<file path="config.mk">
export PLATFORM = sky130hd
export DESIGN_NAME = sadc_regport
export DESIGN_NICKNAME = d
export VERILOG_FILES = /design/src/rtl/sadc_pkg.sv /design/src/rtl/sadc_pin_sync.sv /design/src/rtl/sadc_link.sv /design/src/rtl/sadc_regfile.sv /design/src/rtl/sadc_regport.sv
export SDC_FILE = /design/constraint.sdc
export NUM_CORES = 1
export LEC_CHECK = 0
export BUFFER_PORTS_ARGS = -buffer_cell sky130_fd_sc_hd__buf_4
export CAP_MARGIN = 25
export CORE_UTILIZATION = 25
export DETAILED_ROUTE_END_ITERATION = 8
export PLACE_DENSITY_LB_ADDON = 0.1
export SLEW_MARGIN = 5
export SYNTH_ARGS = -nofsm -noshare
export SYNTH_HDL_FRONTEND = slang
export SYNTH_SLANG_ARGS = --single-unit
</file>
<file path="constraint.sdc">
create_clock -name clk -period 2.35 [get_ports clk]
set_input_delay 0.5875 -clock clk [delete_from_list [all_inputs] [get_ports clk]]
set_output_delay 0.5875 -clock clk [all_outputs]
set_load 0.05 [all_outputs]
</file>
<file path="src/rtl/sadc_pkg.sv">
package sadc_pkg;

    localparam int CMD_W = 8;
    localparam int CFG_W = 8;

    typedef enum logic [2:0] {
        RS_COMM  = 3'd0,
        RS_SETUP = 3'd1,
        RS_CLOCK = 3'd2,
        RS_DATA  = 3'd3,
        RS_NC4   = 3'd4,
        RS_NC5   = 3'd5,
        RS_OFS   = 3'd6,
        RS_GAIN  = 3'd7
    } reg_sel_e;

    typedef enum logic [1:0] {
        L_CMD = 2'd0,
        L_RD  = 2'd1,
        L_WR  = 2'd2
    } link_st_e;

    function automatic int xfer_w(reg_sel_e s, int data_w, int cal_w);
        case (s)
            RS_DATA:         return data_w;
            RS_OFS, RS_GAIN: return cal_w;
            default:         return CFG_W;
        endcase
    endfunction

endpackage

</file>
<file path="src/rtl/sadc_pin_sync.sv">
module sadc_pin_sync #(
    parameter int STAGES = 2
) (
    input  logic clk,
    input  logic rst_n,
    input  logic sclk,
    input  logic cs_n,
    input  logic din,
    output logic sclk_rise,
    output logic sclk_fall,
    output logic cs_act,
    output logic din_s
);
    typedef struct packed {
        logic [STAGES-1:0] sck;
        logic [STAGES-1:0] cs;
        logic [STAGES-1:0] dat;
        logic              prev;
    } sy_t;

    sy_t sy_d, sy_q;

    always_comb begin
        sy_d      = sy_q;
        sy_d.sck  = {sy_q.sck[STAGES-2:0], sclk};
        sy_d.cs   = {sy_q.cs[STAGES-2:0], cs_n};
        sy_d.dat  = {sy_q.dat[STAGES-2:0], din};
        sy_d.prev = sy_q.sck[STAGES-1];
    end

    always_ff @(posedge clk or negedge rst_n) begin
        if (!rst_n) begin
            sy_q.sck  <= '1;
            sy_q.cs   <= '1;
            sy_q.dat  <= '0;
            sy_q.prev <= 1'b1;
        end else begin
            sy_q <= sy_d;
        end
    end

    assign cs_act    = ~sy_q.cs[STAGES-1];
    assign din_s     = sy_q.dat[STAGES-1];
    assign sclk_rise = cs_act &  sy_q.sck[STAGES-1] & ~sy_q.prev;
    assign sclk_fall = cs_act & ~sy_q.sck[STAGES-1] &  sy_q.prev;

    // an edge pulse is never high on two cycles in a row
    a_r10_single_edge: assert property (@(posedge clk) disable iff (!rst_n)
        (sclk_rise || sclk_fall) |=> !(sclk_rise || sclk_fall));

endmodule

</file>
<file path="src/rtl/sadc_link.sv">
module sadc_link
    import sadc_pkg::*;
#(
    parameter int DATA_W = 16,
    parameter int CAL_W  = 24,
    parameter int MAX_W  = 24
) (
    input  logic             clk,
    input  logic             rst_n,
    input  logic             sclk_rise,
    input  logic             sclk_fall,
    input  logic             cs_act,
    input  logic             din_s,
    input  logic [MAX_W-1:0] rd_word,
    output reg_sel_e         sel,
    output logic             cmd_stb,
    output logic [6:0]       cmd,
    output logic             wr_stb,
    output logic [MAX_W-1:0] wr_word,
    output logic             rd_done,
    output logic             dout
);
    localparam int CW = $clog2(MAX_W + 1);

    typedef struct packed {
        link_st_e         st;
        logic [CW-1:0]    cnt;
        logic [CW-1:0]    last;
        logic [MAX_W-1:0] sh;
        logic [MAX_W-1:0] shin;
        logic             first;
        reg_sel_e         sel;
        logic             cmd_stb;
        logic [6:0]       cmd;
        logic             wr_stb;
        logic             rd_done;
    } lk_t;

    lk_t lk_d, lk_q;
    logic [7:0] byte_w;
    int         rd_shift;

    always_comb begin
        lk_d         = lk_q;
        lk_d.cmd_stb = 1'b0;
        lk_d.wr_stb  = 1'b0;
        lk_d.rd_done = 1'b0;
        byte_w       = {lk_q.shin[6:0], din_s};
        rd_shift     = MAX_W - xfer_w(lk_q.sel, DATA_W, CAL_W);
        if (!cs_act) begin
            lk_d.st    = L_CMD;
            lk_d.cnt   = '0;
            lk_d.first = 1'b0;
        end else begin
            case (lk_q.st)
                L_CMD: if (sclk_rise) begin
                    lk_d.shin = {lk_q.shin[MAX_W-2:0], din_s};
                    if (lk_q.cnt == CW'(CMD_W - 1)) begin
                        lk_d.cnt = '0;
                        if (!byte_w[7]) begin
                            lk_d.cmd_stb = 1'b1;
                            lk_d.cmd     = byte_w[6:0];
                            lk_d.sel     = reg_sel_e'(byte_w[6:4]);
                            lk_d.last    = CW'(xfer_w(reg_sel_e'(byte_w[6:4]), DATA_W, CAL_W) - 1);
                            lk_d.shin    = '0;
                            if (byte_w[3]) begin
                                lk_d.st    = L_RD;
                                lk_d.first = 1'b1;
                            end else if (byte_w[6:4] != 3'd0) begin
                                lk_d.st = L_WR;
                            end
                        end
                    end else begin
                        lk_d.cnt = lk_q.cnt + 1'b1;
                    end
                end
                L_RD: begin
                    if (sclk_fall) begin
                        if (lk_q.first) begin
                            lk_d.sh    = rd_word << rd_shift;
                            lk_d.first = 1'b0;
                        end else begin
                            lk_d.sh = {lk_q.sh[MAX_W-2:0], 1'b0};
                        end
                    end
                    if (sclk_rise) begin
                        if (lk_q.cnt == lk_q.last) begin
                            lk_d.st      = L_CMD;
                            lk_d.cnt     = '0;
                            lk_d.rd_done = (lk_q.sel == RS_DATA);
                        end else begin
                            lk_d.cnt = lk_q.cnt + 1'b1;
                        end
                    end
                end
                L_WR: if (sclk_rise) begin
                    lk_d.shin = {lk_q.shin[MAX_W-2:0], din_s};
                    if (lk_q.cnt == lk_q.last) begin
                        lk_d.st     = L_CMD;
                        lk_d.cnt    = '0;
                        lk_d.wr_stb = 1'b1;
                    end else begin
                        lk_d.cnt = lk_q.cnt + 1'b1;
                    end
                end
                default: lk_d.st = L_CMD;
            endcase
        end
    end

    always_ff @(posedge clk or negedge rst_n) begin
        if (!rst_n) begin
            lk_q.st      <= L_CMD;
            lk_q.cnt     <= '0;
            lk_q.last    <= '0;
            lk_q.sh      <= '0;
            lk_q.shin    <= '0;
            lk_q.first   <= 1'b0;
            lk_q.sel     <= RS_COMM;
            lk_q.cmd_stb <= 1'b0;
            lk_q.cmd     <= '0;
            lk_q.wr_stb  <= 1'b0;
            lk_q.rd_done <= 1'b0;
        end else begin
            lk_q <= lk_d;
        end
    end

    assign sel     = lk_q.sel;
    assign cmd_stb = lk_q.cmd_stb;
    assign cmd     = lk_q.cmd;
    assign wr_stb  = lk_q.wr_stb;
    assign wr_word = lk_q.shin;
    assign rd_done = lk_q.rd_done;
    assign dout    = lk_q.sh[MAX_W-1];

    // serial output only moves after a falling serial edge
    a_r10_dout_on_fall: assert property (@(posedge clk) disable iff (!rst_n)
        !sclk_fall |=> $stable(dout));
    // deselect forces the command-wait state
    a_r11_abort: assert property (@(posedge clk) disable iff (!rst_n)
        !cs_act |=> (lk_q.st == L_CMD && lk_q.cnt == '0));
    // at most one transfer event per cycle
    a_r12_one_event: assert property (@(posedge clk) disable iff (!rst_n)
        $onehot0({cmd_stb, wr_stb, rd_done}));

endmodule

</file>
<file path="src/rtl/sadc_regfile.sv">
module sadc_regfile
    import sadc_pkg::*;
#(
    parameter int          NCH     = 2,
    parameter int          DATA_W  = 16,
    parameter int          CAL_W   = 24,
    parameter int          MAX_W   = 24,
    parameter logic [23:0] OFS_RST = 24'h800000,
    parameter logic [23:0] GN_RST  = 24'h400000
) (
    input  logic              clk,
    input  logic              rst_n,
    input  reg_sel_e          sel,
    input  logic              cmd_stb,
    input  logic [6:0]        cmd,
    input  logic              wr_stb,
    input  logic [MAX_W-1:0]  wr_word,
    input  logic              rd_done,
    input  logic              res_valid,
    input  logic [DATA_W-1:0] res_data,
    output logic [MAX_W-1:0]  rd_word,
    output logic              drdy_n,
    output logic [7:0]        cfg_setup,
    output logic [7:0]        cfg_clock,
    output logic              pwr_down,
    output logic [1:0]        chan_sel,
    output logic [CAL_W-1:0]  cal_offset,
    output logic [CAL_W-1:0]  cal_gain
);
    localparam int CHW = (NCH > 1) ? $clog2(NCH) : 1;

    typedef struct packed {
        logic [6:0]                comm;
        logic [7:0]                setup;
        logic [7:0]                clkc;
        logic [DATA_W-1:0]         data;
        logic [NCH-1:0][CAL_W-1:0] ofs;
        logic [NCH-1:0][CAL_W-1:0] gain;
        logic                      drdy_n;
    } rf_t;

    rf_t rf_d, rf_q;
    logic [CHW-1:0] idx;
    logic           idx_ok;
    logic           mode_ok;

    assign idx     = rf_q.comm[CHW-1:0];
    assign idx_ok  = (int'(idx) < NCH);
    assign mode_ok = (rf_q.setup[7:6] == 2'b00);

    always_comb begin
        rf_d = rf_q;
        if (cmd_stb) rf_d.comm = cmd;
        if (wr_stb) begin
            case (sel)
                RS_SETUP: rf_d.setup = wr_word[7:0];
                RS_CLOCK: rf_d.clkc  = wr_word[7:0];
                RS_OFS:   if (mode_ok && idx_ok) rf_d.ofs[idx]  = wr_word[CAL_W-1:0];
                RS_GAIN:  if (mode_ok && idx_ok) rf_d.gain[idx] = wr_word[CAL_W-1:0];
                default:  ;
            endcase
        end
        if (res_valid) begin
            rf_d.data   = res_data;
            rf_d.drdy_n = 1'b0;
        end else if (rd_done) begin
            rf_d.drdy_n = 1'b1;
        end
    end

    always_ff @(posedge clk or negedge rst_n) begin
        if (!rst_n) begin
            rf_q.comm   <= '0;
            rf_q.setup  <= 8'h01;
            rf_q.clkc   <= 8'h05;
            rf_q.data   <= '0;
            rf_q.drdy_n <= 1'b1;
            for (int i = 0; i < NCH; i++) begin
                rf_q.ofs[i]  <= CAL_W'(OFS_RST);
                rf_q.gain[i] <= CAL_W'(GN_RST);
            end
        end else begin
            rf_q <= rf_d;
        end
    end

    always_comb begin
        case (sel)
            RS_COMM:  rd_word = MAX_W'({rf_q.drdy_n, rf_q.comm});
            RS_SETUP: rd_word = MAX_W'(rf_q.setup);
            RS_CLOCK: rd_word = MAX_W'(rf_q.clkc);
            RS_DATA:  rd_word = MAX_W'(rf_q.data);
            RS_OFS:   rd_word = idx_ok ? MAX_W'(rf_q.ofs[idx])  : '0;
            RS_GAIN:  rd_word = idx_ok ? MAX_W'(rf_q.gain[idx]) : '0;
            default:  rd_word = '0;
        endcase
    end

    assign drdy_n     = rf_q.drdy_n;
    assign cfg_setup  = rf_q.setup;
    assign cfg_clock  = rf_q.clkc;
    assign pwr_down   = rf_q.comm[2];
    assign chan_sel   = rf_q.comm[1:0];
    assign cal_offset = idx_ok ? rf_q.ofs[idx]  : '0;
    assign cal_gain   = idx_ok ? rf_q.gain[idx] : '0;

    // a new result keeps ready asserted even against a completing read
    a_r8_result_wins: assert property (@(posedge clk) disable iff (!rst_n)
        res_valid |=> !drdy_n);
    // a completed result read with no new load releases ready
    a_r8_read_clears: assert property (@(posedge clk) disable iff (!rst_n)
        (rd_done && !res_valid) |=> drdy_n);
    // result register follows the parallel port only
    a_r7_data_load: assert property (@(posedge clk) disable iff (!rst_n)
        res_valid |=> (rf_q.data == $past(res_data)));
    a_r7_data_ro: assert property (@(posedge clk) disable iff (!rst_n)
        !res_valid |=> $stable(rf_q.data));

    for (genvar g = 0; g < NCH; g++) begin : g_cal_chk
        // calibration words frozen outside normal mode
        a_r6_cal_locked: assert property (@(posedge clk) disable iff (!rst_n)
            (rf_q.setup[7:6] != 2'b00) |=> ($stable(rf_q.ofs[g]) && $stable(rf_q.gain[g])));
    end

endmodule

</file>
<file path="src/rtl/sadc_regport.sv">
module sadc_regport
    import sadc_pkg::*;
#(
    parameter int NCH         = 2,
    parameter int DATA_W      = 16,
    parameter int CAL_W       = 24,
    parameter int SYNC_STAGES = 2
) (
    input  logic              clk,
    input  logic              rst_n,
    input  logic              sclk,
    input  logic              cs_n,
    input  logic              din,
    output logic              dout,
    output logic              dout_oe,
    output logic              drdy_n,
    input  logic              res_valid,
    input  logic [DATA_W-1:0] res_data,
    output logic [7:0]        cfg_setup,
    output logic [7:0]        cfg_clock,
    output logic              pwr_down,
    output logic [1:0]        chan_sel,
    output logic [CAL_W-1:0]  cal_offset,
    output logic [CAL_W-1:0]  cal_gain
);
    localparam int MAX_W = (CAL_W > DATA_W) ? CAL_W : DATA_W;

    logic             sclk_rise, sclk_fall, cs_act, din_s;
    logic             cmd_stb, wr_stb, rd_done;
    logic [6:0]       cmd;
    logic [MAX_W-1:0] wr_word, rd_word;
    reg_sel_e         sel;

    sadc_pin_sync #(.STAGES(SYNC_STAGES)) u_sync (
        .clk(clk), .rst_n(rst_n), .sclk(sclk), .cs_n(cs_n), .din(din),
        .sclk_rise(sclk_rise), .sclk_fall(sclk_fall), .cs_act(cs_act), .din_s(din_s)
    );

    sadc_link #(.DATA_W(DATA_W), .CAL_W(CAL_W), .MAX_W(MAX_W)) u_link (
        .clk(clk), .rst_n(rst_n), .sclk_rise(sclk_rise), .sclk_fall(sclk_fall),
        .cs_act(cs_act), .din_s(din_s), .rd_word(rd_word), .sel(sel),
        .cmd_stb(cmd_stb), .cmd(cmd), .wr_stb(wr_stb), .wr_word(wr_word),
        .rd_done(rd_done), .dout(dout)
    );

    sadc_regfile #(.NCH(NCH), .DATA_W(DATA_W), .CAL_W(CAL_W), .MAX_W(MAX_W)) u_rf (
        .clk(clk), .rst_n(rst_n), .sel(sel), .cmd_stb(cmd_stb), .cmd(cmd),
        .wr_stb(wr_stb), .wr_word(wr_word), .rd_done(rd_done),
        .res_valid(res_valid), .res_data(res_data), .rd_word(rd_word),
        .drdy_n(drdy_n), .cfg_setup(cfg_setup), .cfg_clock(cfg_clock),
        .pwr_down(pwr_down), .chan_sel(chan_sel),
        .cal_offset(cal_offset), .cal_gain(cal_gain)
    );

    assign dout_oe = ~cs_n;

    // output driver released whenever the port is deselected
    a_r10_tristate: assert property (@(posedge clk) disable iff (!rst_n)
        cs_n |-> !dout_oe);

endmodule

</file>
Word-level counts from Yosys, hierarchy flattened
Cells that the tools add are included.
{"block": "op_classes", "n_addsub": 3, "order_cmp": 2, "eq_ne": 22, "n_shift": 1, "mux": 50, "bitwise": 9, "n_reduce_logical": 22}
{"operator": "$mux 24", "count": 7}
{"operator": "$pmux 24 s6", "count": 1}
{"operator": "$mux 36", "count": 3}
{"operator": "$bwmux 48", "count": 2}
{"operator": "$pmux 24 s2", "count": 1}
{"operator": "$mux 5", "count": 9}
{"operator": "$shl 24x32->24", "count": 1}
{"operator": "$pmux 5 s2", "count": 3}
{"operator": "$demux 24 s1", "count": 1}
{"operator": "$mux 7", "count": 2}
{"operator": "$eq 3x3->1 const B", "count": 4}
{"operator": "$mux 12", "count": 1}
{"operator": "$reduce_and 3->1", "count": 4}
{"operator": "$reduce_and 6->1", "count": 2}
{"operator": "$mux 1", "count": 11}
{"operator": "$mux 10", "count": 1}
{"operator": "$mux 2", "count": 5}
{"operator": "$eq 3x2->1 const B", "count": 3}
{"operator": "$ne 3x3->1 const B", "count": 3}
{"operator": "$reduce_bool 3->1", "count": 3}
{"operator": "$mux 8", "count": 1}
{"operator": "$ne 3x1->1 const B", "count": 2}
{"operator": "$ne 3x2->1 const B", "count": 2}
{"operator": "$reduce_or 2->1", "count": 3}
{"operator": "other kinds (23)", "count": 34}
{"block": "word_totals", "register_bits": 217, "output_inout_bits": 70, "elab_cells": 133}

Depth between registers and ports, before layout
Gate-level depths: netlist of run 1.
{"block": "depth", "word_depth": 14, "mapped_depth": 9}

Cells and area by module
A second synthesis of run 1 with hierarchy kept.
{"block": "unflattened", "cells_unflattened": 814, "hier_area_um2": 10592.7}
{"mod": "sadc_regfile", "instances": 1, "cells_each": 465, "area_each_um2": 6812.8, "seq_area_each_um2": 3413.3}
{"mod": "sadc_link", "instances": 1, "cells_each": 338, "area_each_um2": 3575.9, "seq_area_each_um2": 1726.7}
{"mod": "sadc_pin_sync", "instances": 1, "cells_each": 10, "area_each_um2": 200.2, "seq_area_each_um2": 181.4}
{"mod": "sadc_regport", "instances": 1, "cells_each": 1, "area_each_um2": 3.8, "seq_area_each_um2": 0.0}

Worst setup path after synthesis of run 1
Ideal clock, no wire load.
{"block": "synth_timing", "path_type": "reg-to-output", "startpoint": "register u_rf.rf_q (netlist bit u_rf.chan_sel[0])", "endpoint": "output cal_offset[10]", "t_arrival_ns": 1.860, "slack_ns": -0.098, "stages_incl_launch_ff": 6, "path_buffers": 4, "cell_sequence": "dfrtp_1 > buf_2 > buf_2 > buf_2 > buf_1 > mux2_2"}
{"block": "synth_via", "elab_chain_cells": 2}
{"item": "start, declared", "line": "sadc_regfile.sv:42", "source": "rf_t rf_d, rf_q;"}
{"item": "start signal, assigned", "line": "sadc_regfile.sv:83", "source": "rf_q <= rf_d;"}
{"item": "$mux 24 (not written as such) (2 in series)", "line": "sadc_regfile.sv:104", "source": "assign cal_offset = idx_ok ? rf_q.ofs[idx] : '0;"}
{"item": "end, declared", "line": "sadc_regport.sv:23", "source": "output logic [CAL_W-1:0] cal_offset,"}
Every way passes these cells. The select of a mux whose other input is x is not followed.

Final worst setup path of run 1
{"block": "layout_timing", "startpoint": "register u_rf.rf_q (netlist bit u_rf.chan_sel[0])", "endpoint": "output cal_gain[2]"}
{"block": "layout_via", "elab_chain_cells": 2}
{"item": "$mux 24 (not written as such) (2 in series)", "line": "sadc_regfile.sv:105", "source": "assign cal_gain = idx_ok ? rf_q.gain[idx] : '0;"}
{"item": "end, declared", "line": "sadc_regport.sv:24", "source": "output logic [CAL_W-1:0] cal_gain"}
Every way passes these cells. The select of a mux whose other input is x is not followed.

==> impl_metrics.toml, run 1 <==
[synth]
yosysWarnings = 0
netlist_instances = 776
ys_top_cells_by_count = "dfrtp_1, mux2_2, nor2_1, a21oi_1, nand2_1"
ys_ff_latch = 212
synth_edf_count = 0
seq_area_frac_synth_pct = 54.0
yosysUniqueCellTypes = 62
synth.most_common_cell = "dfrtp_1"
synth_area_sq_um = 9850
ys.flop_type = "dfrtp_1"
synth_top_area_share_pct = 50.5
syn_avg_cell_area_sq_um = 12.7
async_reset_ff_share_pct = 100
synth_nets = 802
synth_area_leaders = "dfrtp_1, mux2_2, dfstp_2"
synth_top_area_cell = "dfrtp_1"

[timing]
drv_slew = 0
skew_ns = 0.0303
max-slew-margin-rel_pct = 56.2
rsz0062_at_grt = "yes"
post-route-worst-setup-slack_ns = -0.0966
max_freq_ghz = 0.409
fin_setup_tns_ns = -2.59
min_period_ns = 2.45
finalSetupViolations = 45
worst_slew_pin_slew_ns = 0.655
hold_violations = 0
min_period_over_period_pct = 104

[clock_tree]
cts_tree = "built"
htree_num_levels = 1
cts_root_buf = "clkbuf_16"
clkSinkCount = 212
cts_made_buffers = 27
clockBufferDepth = 3
clk_latency_ns = 0.56
clk_pin_slew_worst_paths_ns = 0.06

[setup_path]
critical_path.endpoint_type = "output pin"
path_buf_inv = 3
worst_ep_required_time_ns = 1.76
cp_slowest_cell = "dfrtp_4"
setup.worst_path.start_class = "flop"
max_stage_delay_ns = 0.50
r2r_slack_ns = 0.21
path_max_fanout = 8
path_class = "reg -> out"
cpLargestDelayFamily = "flip-flops"
arrival_ns = 1.86
path_cells = "buf_12 > buf_16 > mux2_4 > buf_8"

[placed_design]
portBuffers = 91
place.gp.congestion = 0.757
dp.cells = 1362
place_hpwl_mm = 20.7
dpl_cell_area_sq_um = 11300

[global_routing]
overflow = 0
grt_pass1_vias = 6995
grt_first_pass_wirelength_mm = 47.1
grtUsageTotal_pct = 15.5
antenna_found_initial = 0
grt_max_degree = 54

[drt]
drtPass1Iterations = 6
drcViolationCount = 0
drt_iter0_drc = 359
antenna_left = 0
viasPerCell = 4.64
vias = 6649
wirelength_mm = 30.8
wl_per_cell_microns = 21.5

[floorplanning]
rows = 72
start_util_pct = 25.4
die_w_microns = 201
fp.dieH_microns = 201
core_area_sq_um = 38700
die_area_sq_um = 40200
ios = 92

[status]
outcome = "finished, violations left"
violations = "setup timing"

[layout]
final_cells = 1434
antenna_cells = 0
nFillCells = 3952
final_area_sq_um = 12800
nets = 923
drive_gt1_share_pct = 47.6
area_growth_syn_to_layout_pct = 29.9
multi_input_area_sq_um = 4220
seq_area_sq_um = 5330

[power_and_ir_drop]
p_leak_nw = 5.89
finalPower_w = 0.00826
power_density_nw_per_um2 = 645
ir_worst_vdd_mv = 0.507

[run]
maxCapViolations = 0

[min_path]
hp-class = "in -> reg"
## metrics by stage
stage / setup WS, ns / util (%) / hold slack, ns
finish: -0.0966 / 33.0 / 0.153
global route: -0.132 / 33.0 / 0.135
CTS: -0.151 / 32.6 / 0.126
global placement: 0.187 / 29.2 / 0.348
detailed placement: 0.179 / 29.2 / 0.349
floorplan: 0.0408 / - / 0.292
## cells in the final DEF (no fill, tap or decap), drive strengths merged, types with 4 or more instances in the layout
cell and n:
a21oi 37, buf 159, mux2 182, ha 4, a22o 24, dfstp 13
clkbuf 39, dfrtp 199, nor3 5, mux4 14, and3 5, inv 18
o21ai 18, nor2b 4, nand2 33, mux2i 11, nand3 5, nor2 49
nand2b 10, a22oi 11, a32oi 4, clkinv 10
## power breakdown
part           switching (W)  internal (W)  total, W
combinational       0.000221      0.000119  0.000340
sequential          0.000102       0.00372   0.00382
clock                0.00165       0.00245   0.00410
## sequential cells by signal, summed over array words and instances, names as in the netlist
signal,count
u_link.wr_stb,1
u_rf.pwr_down,1
u_rf.drdy_n,1
u_link.rd_done,1
u_link.cmd_stb,1
u_rf.cfg_clock,8
u_link.sel,1
u_sync.sy_q,2
u_rf.rf_q,116
u_link.lk_q,34
u_rf.cfg_setup,8
u_link.dout,1
u_sync.din_s,1
u_link.wr_word,24
u_rf.chan_sel,2
u_sync.sy_d,4
u_link.cmd,6
## per-layer routing
layer,vias up,global-route usage [%],part of all wire [%]
met5,-,0,0
met4,0,4.17,1.7
met3,36,2.31,4.0
met2,125,23.6,45
met1,3453,22.7,49
li1,3035,-,-
## final cells by class
cell class | instances | area share, %
clock buffer | 37 | 6.20
inverter | 18 | 0.528
tap | 518 | 5.06
sequential | 212 | 41.6
timing repair buffer | 162 | 13.0
multi-input combinational | 476 | 32.9
clock inverter | 11 | 0.684
## path summary, 6_finish.rpt
kind                                               from                              to  cells after the start
setup / recovery           u_rf.chan_sel[0]$_DFFE_PN0P_                     cal_gain[2]                      4
hold / removal                                     sclk        u_sync.sy_d[6]$_DFF_PN1_                      1
setup reg to reg           u_rf.chan_sel[0]$_DFFE_PN0P_     u_link.lk_q[49]$_DFFE_PN0P_                      9
hold reg to reg                u_sync.sy_d[4]$_DFF_PN1_        u_sync.sy_q[4]$_DFF_PN1_                      0
max in group asynchronous                         rst_n        u_sync.sy_q[4]$_DFF_PN1_                      3
min in group asynchronous                         rst_n  u_link.wr_word[12]$_DFFE_PN0P_                      2
## timing repair
item | 4_1_cts | 5_1_grt
endpoints found under the hold margin | 26 | 0
pin swaps | 0 | 0
hold buffers | 1 | 0
setup endpoints to repair | 47 | 48
gates resized for setup | 61 | 22
gates cloned | 1 | 2
buffers inserted | 14 | 7
## cell families (layout without fill, tap and decap cells)
group / Yosys count / in the layout / synth area share [%]
DFF: 212 / 212 / 54.0
muxes: 207 / 207 / 25.2
and+or+nand+nor: 132 / 132 / 6.46
AOI/OAI and AO/OA: 129 / 129 / 9.16
buffers and inverters: 88 / 228 / 4.36
adders and majority gates: 4 / 4 / 0.508
xor gates and xnor gates: 4 / 4 / 0.356
Note: power is estimated with default switching activity, not from simulation.
==> inputs of run 2 (changes only) <==
- CTS_BUF_LIST: not set -> sky130_fd_sc_hd__clkbuf_4
- SYNTH_HIERARCHICAL: not set -> 1
==> run 2 against run 1 <==
Net effect:
- critical path depth unchanged
- largest power group unchanged
- global-route usage is 0.42 points higher
- clock-buffer cell count grew 62
- die area up 7.4%
- the flow still finishes with violations (setup timing)
- utilization down 0.092 points
==> impl_metrics.toml, run 2 <==
[drt]
wl_per_cell_microns = 21.1
antenna_left = 0
wirelength_mm = 33.1
drtPass1Iterations = 5
drcViolationCount = 0
vias = 7151
drt_iter0_drc = 372
viasPerCell = 4.55

[setup_path]
worst_ep_required_time_ns = 1.76
cp_slowest_cell = "dfrtp_2"
r2r_start = "u_rf/chan_sel[0]$_DFFE_PN0P_"
path_class = "reg -> out"
r2r_slack_ns = -0.02
setup.worst_path.start_class = "flop"
path_max_fanout = 8
cpMostUsedCell = "buf_12"
reg2reg_to = "u_link/lk_q[52]$_DFFE_PN0P_"
arrival_ns = 2.00
critical_path.endpoint_type = "output pin"
path_cells = "buf_12 > buf_12 > mux2_4 > buf_6"
rr_worst_depth = 9
max_stage_delay_ns = 0.46

[synth]
synth_area_sq_um = 10600
yosysUniqueCellTypes = 63
synth_nets = 840
ys_ff_latch = 212
seq_area_frac_synth_pct = 50.2
synth_top_area_share_pct = 47.0
netlist_instances = 814
synth.most_common_cell = "dfrtp_1"
ys_top_cells_by_count = "dfrtp_1, mux2_2, buf_4, mux2_4, o21ai_0"
synth_edf_count = 0
syn_avg_cell_area_sq_um = 13.0
synth_area_leaders = "dfrtp_1, mux2_2, mux2_4"
ys.flop_type = "dfrtp_1"
async_reset_ff_share_pct = 100
synth_top_area_cell = "dfrtp_1"
yosysWarnings = 6

[clock_tree]
clk_latency_ns = 0.74
clk_pin_slew_worst_paths_ns = 0.06
cts_root_buf = "clkbuf_4"
clkSinkCount = 212
cts_made_buffers = 68
htree_num_levels = 3
clockBufferDepth = 3
cts_tree = "built"

[timing]
drv_slew = 0
rsz0062_at_grt = "yes"
hold_violations = 0
finalSetupViolations = 50
min_period_ns = 2.59
post-route-worst-setup-slack_ns = -0.238
skew_ns = 0.0295
min_period_over_period_pct = 110
max_freq_ghz = 0.386
worst_slew_pin_slew_ns = 0.585
max-slew-margin-rel_pct = 60.6

[global_routing]
overflow = 0
grt_pass1_vias = 7953
grt_max_degree = 53
antenna_found_initial = 2
grt_first_pass_wirelength_mm = 51.2
grtUsageTotal_pct = 15.9

[placed_design]
portBuffers = 91
place_hpwl_mm = 21.7
dp.cells = 1417
place.gp.congestion = 0.747
dpl_cell_area_sq_um = 12000

[floorplanning]
die_area_sq_um = 43200
core_area_sq_um = 41900
ios = 92
die_w_microns = 208
rows = 75
start_util_pct = 25.3
fp.dieH_microns = 208

[power_and_ir_drop]
sw_frac_of_total_pct = 24.5
power_density_nw_per_um2 = 558
ir_worst_vdd_mv = 0.248
clkPwrFrac_pct = 48.8
power.share.combinational_pct = 2.8
seqPwrFrac_pct = 48.4
p_leak_nw = 6.48
p_int_w = 0.00580
p_switching_w = 0.00189

[layout]
layout_commonest_cell = "dfrtp_1"
multi_input_area_sq_um = 4790
largest_register_ffs = 116
final_area_sq_um = 13800
nFillCells = 4278
area_growth_syn_to_layout_pct = 30.2
seq_area_sq_um = 5330
final_cells = 1573
final_cell_mix = "dfrtp_1, buf_4, clkbuf_4, mux2_4, mux2_2"
top_register = "u_rf/rf_q"
drive_gt1_share_pct = 51.1
nets = 1010

[status]
outcome = "finished, violations left"
violations = "setup timing"

[run]
maxCapViolations = 0

[min_path]
hp-class = "in -> reg"
holdPathEnd = "u_rf/rf_q[111]$_DFFE_PN0P_"
min_path_cells = 2
worstHoldStart = "res_data[14]"
==> run 2: changes by cell type after synthesis, sizes merged, moves of 10 or more <==
cell | before | now
buf | 42 | 86
a21oi | 37 | 10
mux2 | 182 | 203
o21ai | 18 | 37
nor2 | 49 | 34
clkbuf | 28 | 14
nand3 | 5 | 15
==> run 2: metal layers <==
metal | global-route usage (%) | up-vias | share of wire, %
li1 | - | 3306 | -
met2 | 24.6 | 157 | 46
met1 | 21.2 | 3640 | 47
met5 | 0 | - | 0
met3 | 4.66 | 48 | 4.9
met4 | 5.29 | 0 | 2.0
==> run 2: worst max path at each step <==
stage / start / to / depth (start not counted)
floorplan: u_rf/chan_sel[0]$_DFFE_PN0P_ / u_link/lk_q[60]$_DFFE_PN0P_ / 9
global placement: u_link/sel[0]$_DFFE_PN0P_ / u_link/lk_q[52]$_DFFE_PN0P_ / 7
detailed placement: u_link/sel[0]$_DFFE_PN0P_ / u_link/lk_q[52]$_DFFE_PN0P_ / 7
CTS: u_rf/chan_sel[0]$_DFFE_PN0P_ / cal_offset[18] / 4
global route: u_rf/chan_sel[0]$_DFFE_PN0P_ / cal_gain[16] / 4
finish: u_rf/chan_sel[0]$_DFFE_PN0P_ / cal_gain[18] / 4
==> run 2: timing repair <==
item / 4_1_cts / 5_1_grt
setup buffers: 23 / 8
gates cloned: 1 / 1
endpoints found under the hold margin: 48 / 0
endpoints found under the setup margin: 53 / 60
pin swaps: 0 / 12
hold buffers: 10 / 0
resized for setup: 124 / 54
==> run 2: power groups by stage <==
stage / Sequential (W) / Clock, W / Combinational, W
6_report: 0.00372 / 0.00375 / 0.000214
5_1_grt: 0.00372 / 0.00416 / 0.000241
4_1_cts: 0.00372 / 0.00396 / 0.000225
3_5_place_dp: 0.00379 / 0 / 0.000210
3_3_place_gp: 0.00379 / 0 / 0.000212
2_1_floorplan: 0.00377 / 0 / 0.0000602
==> run 2: cell families after synthesis <==
kind of cell / synth area share [%]
multiplexers: 26.9
flip-flops: 50.2
AND/OR/NAND/NOR: 6.76
AO/OA/AOI/OAI: 8.26
buffers and inverters: 7.19
adder cells (fa/ha/maj): 0.472
XOR/XNOR: 0.165
==> run 2: final cells by class <==
cell class | instances | area share, %
Clock inverter | 18 | 0.681
Tap cell | 539 | 4.89
Sequential cell | 212 | 38.6
Timing Repair Buffer | 201 | 15.1
Inverter | 17 | 0.463
Clock buffer | 99 | 5.39
Multi-Input combinational cell | 484 | 34.8
Antenna cell | 3 | 0.0544
==> run 2: critical path, delay by kind of cell, from the launching register on <==
| family | cells | cell delay [ns] |
|---|---|---|
| flops | 1 | 0.46 |
| buf+inv | 3 | 0.47 |
| mux | 1 | 0.32 |
==> run 2: metrics by stage <==
stage | hold WS [ns] | utilization (%) | setup TNS (ns) | worst slack, ns | total power (W)
floorplan | 0.292 | - | 0 | 0.0296 | 0.00383
global placement | 0.339 | 28.6 | -0.311 | -0.125 | 0.00400
detailed placement | 0.347 | 28.6 | -0.167 | -0.0932 | 0.00400
CTS | 0.00367 | 32.3 | -13.85 | -0.322 | 0.00791
global route | 0.00827 | 32.9 | -15.19 | -0.355 | 0.00812
finish | 0.0939 | 32.9 | -8.92 | -0.238 | 0.00769
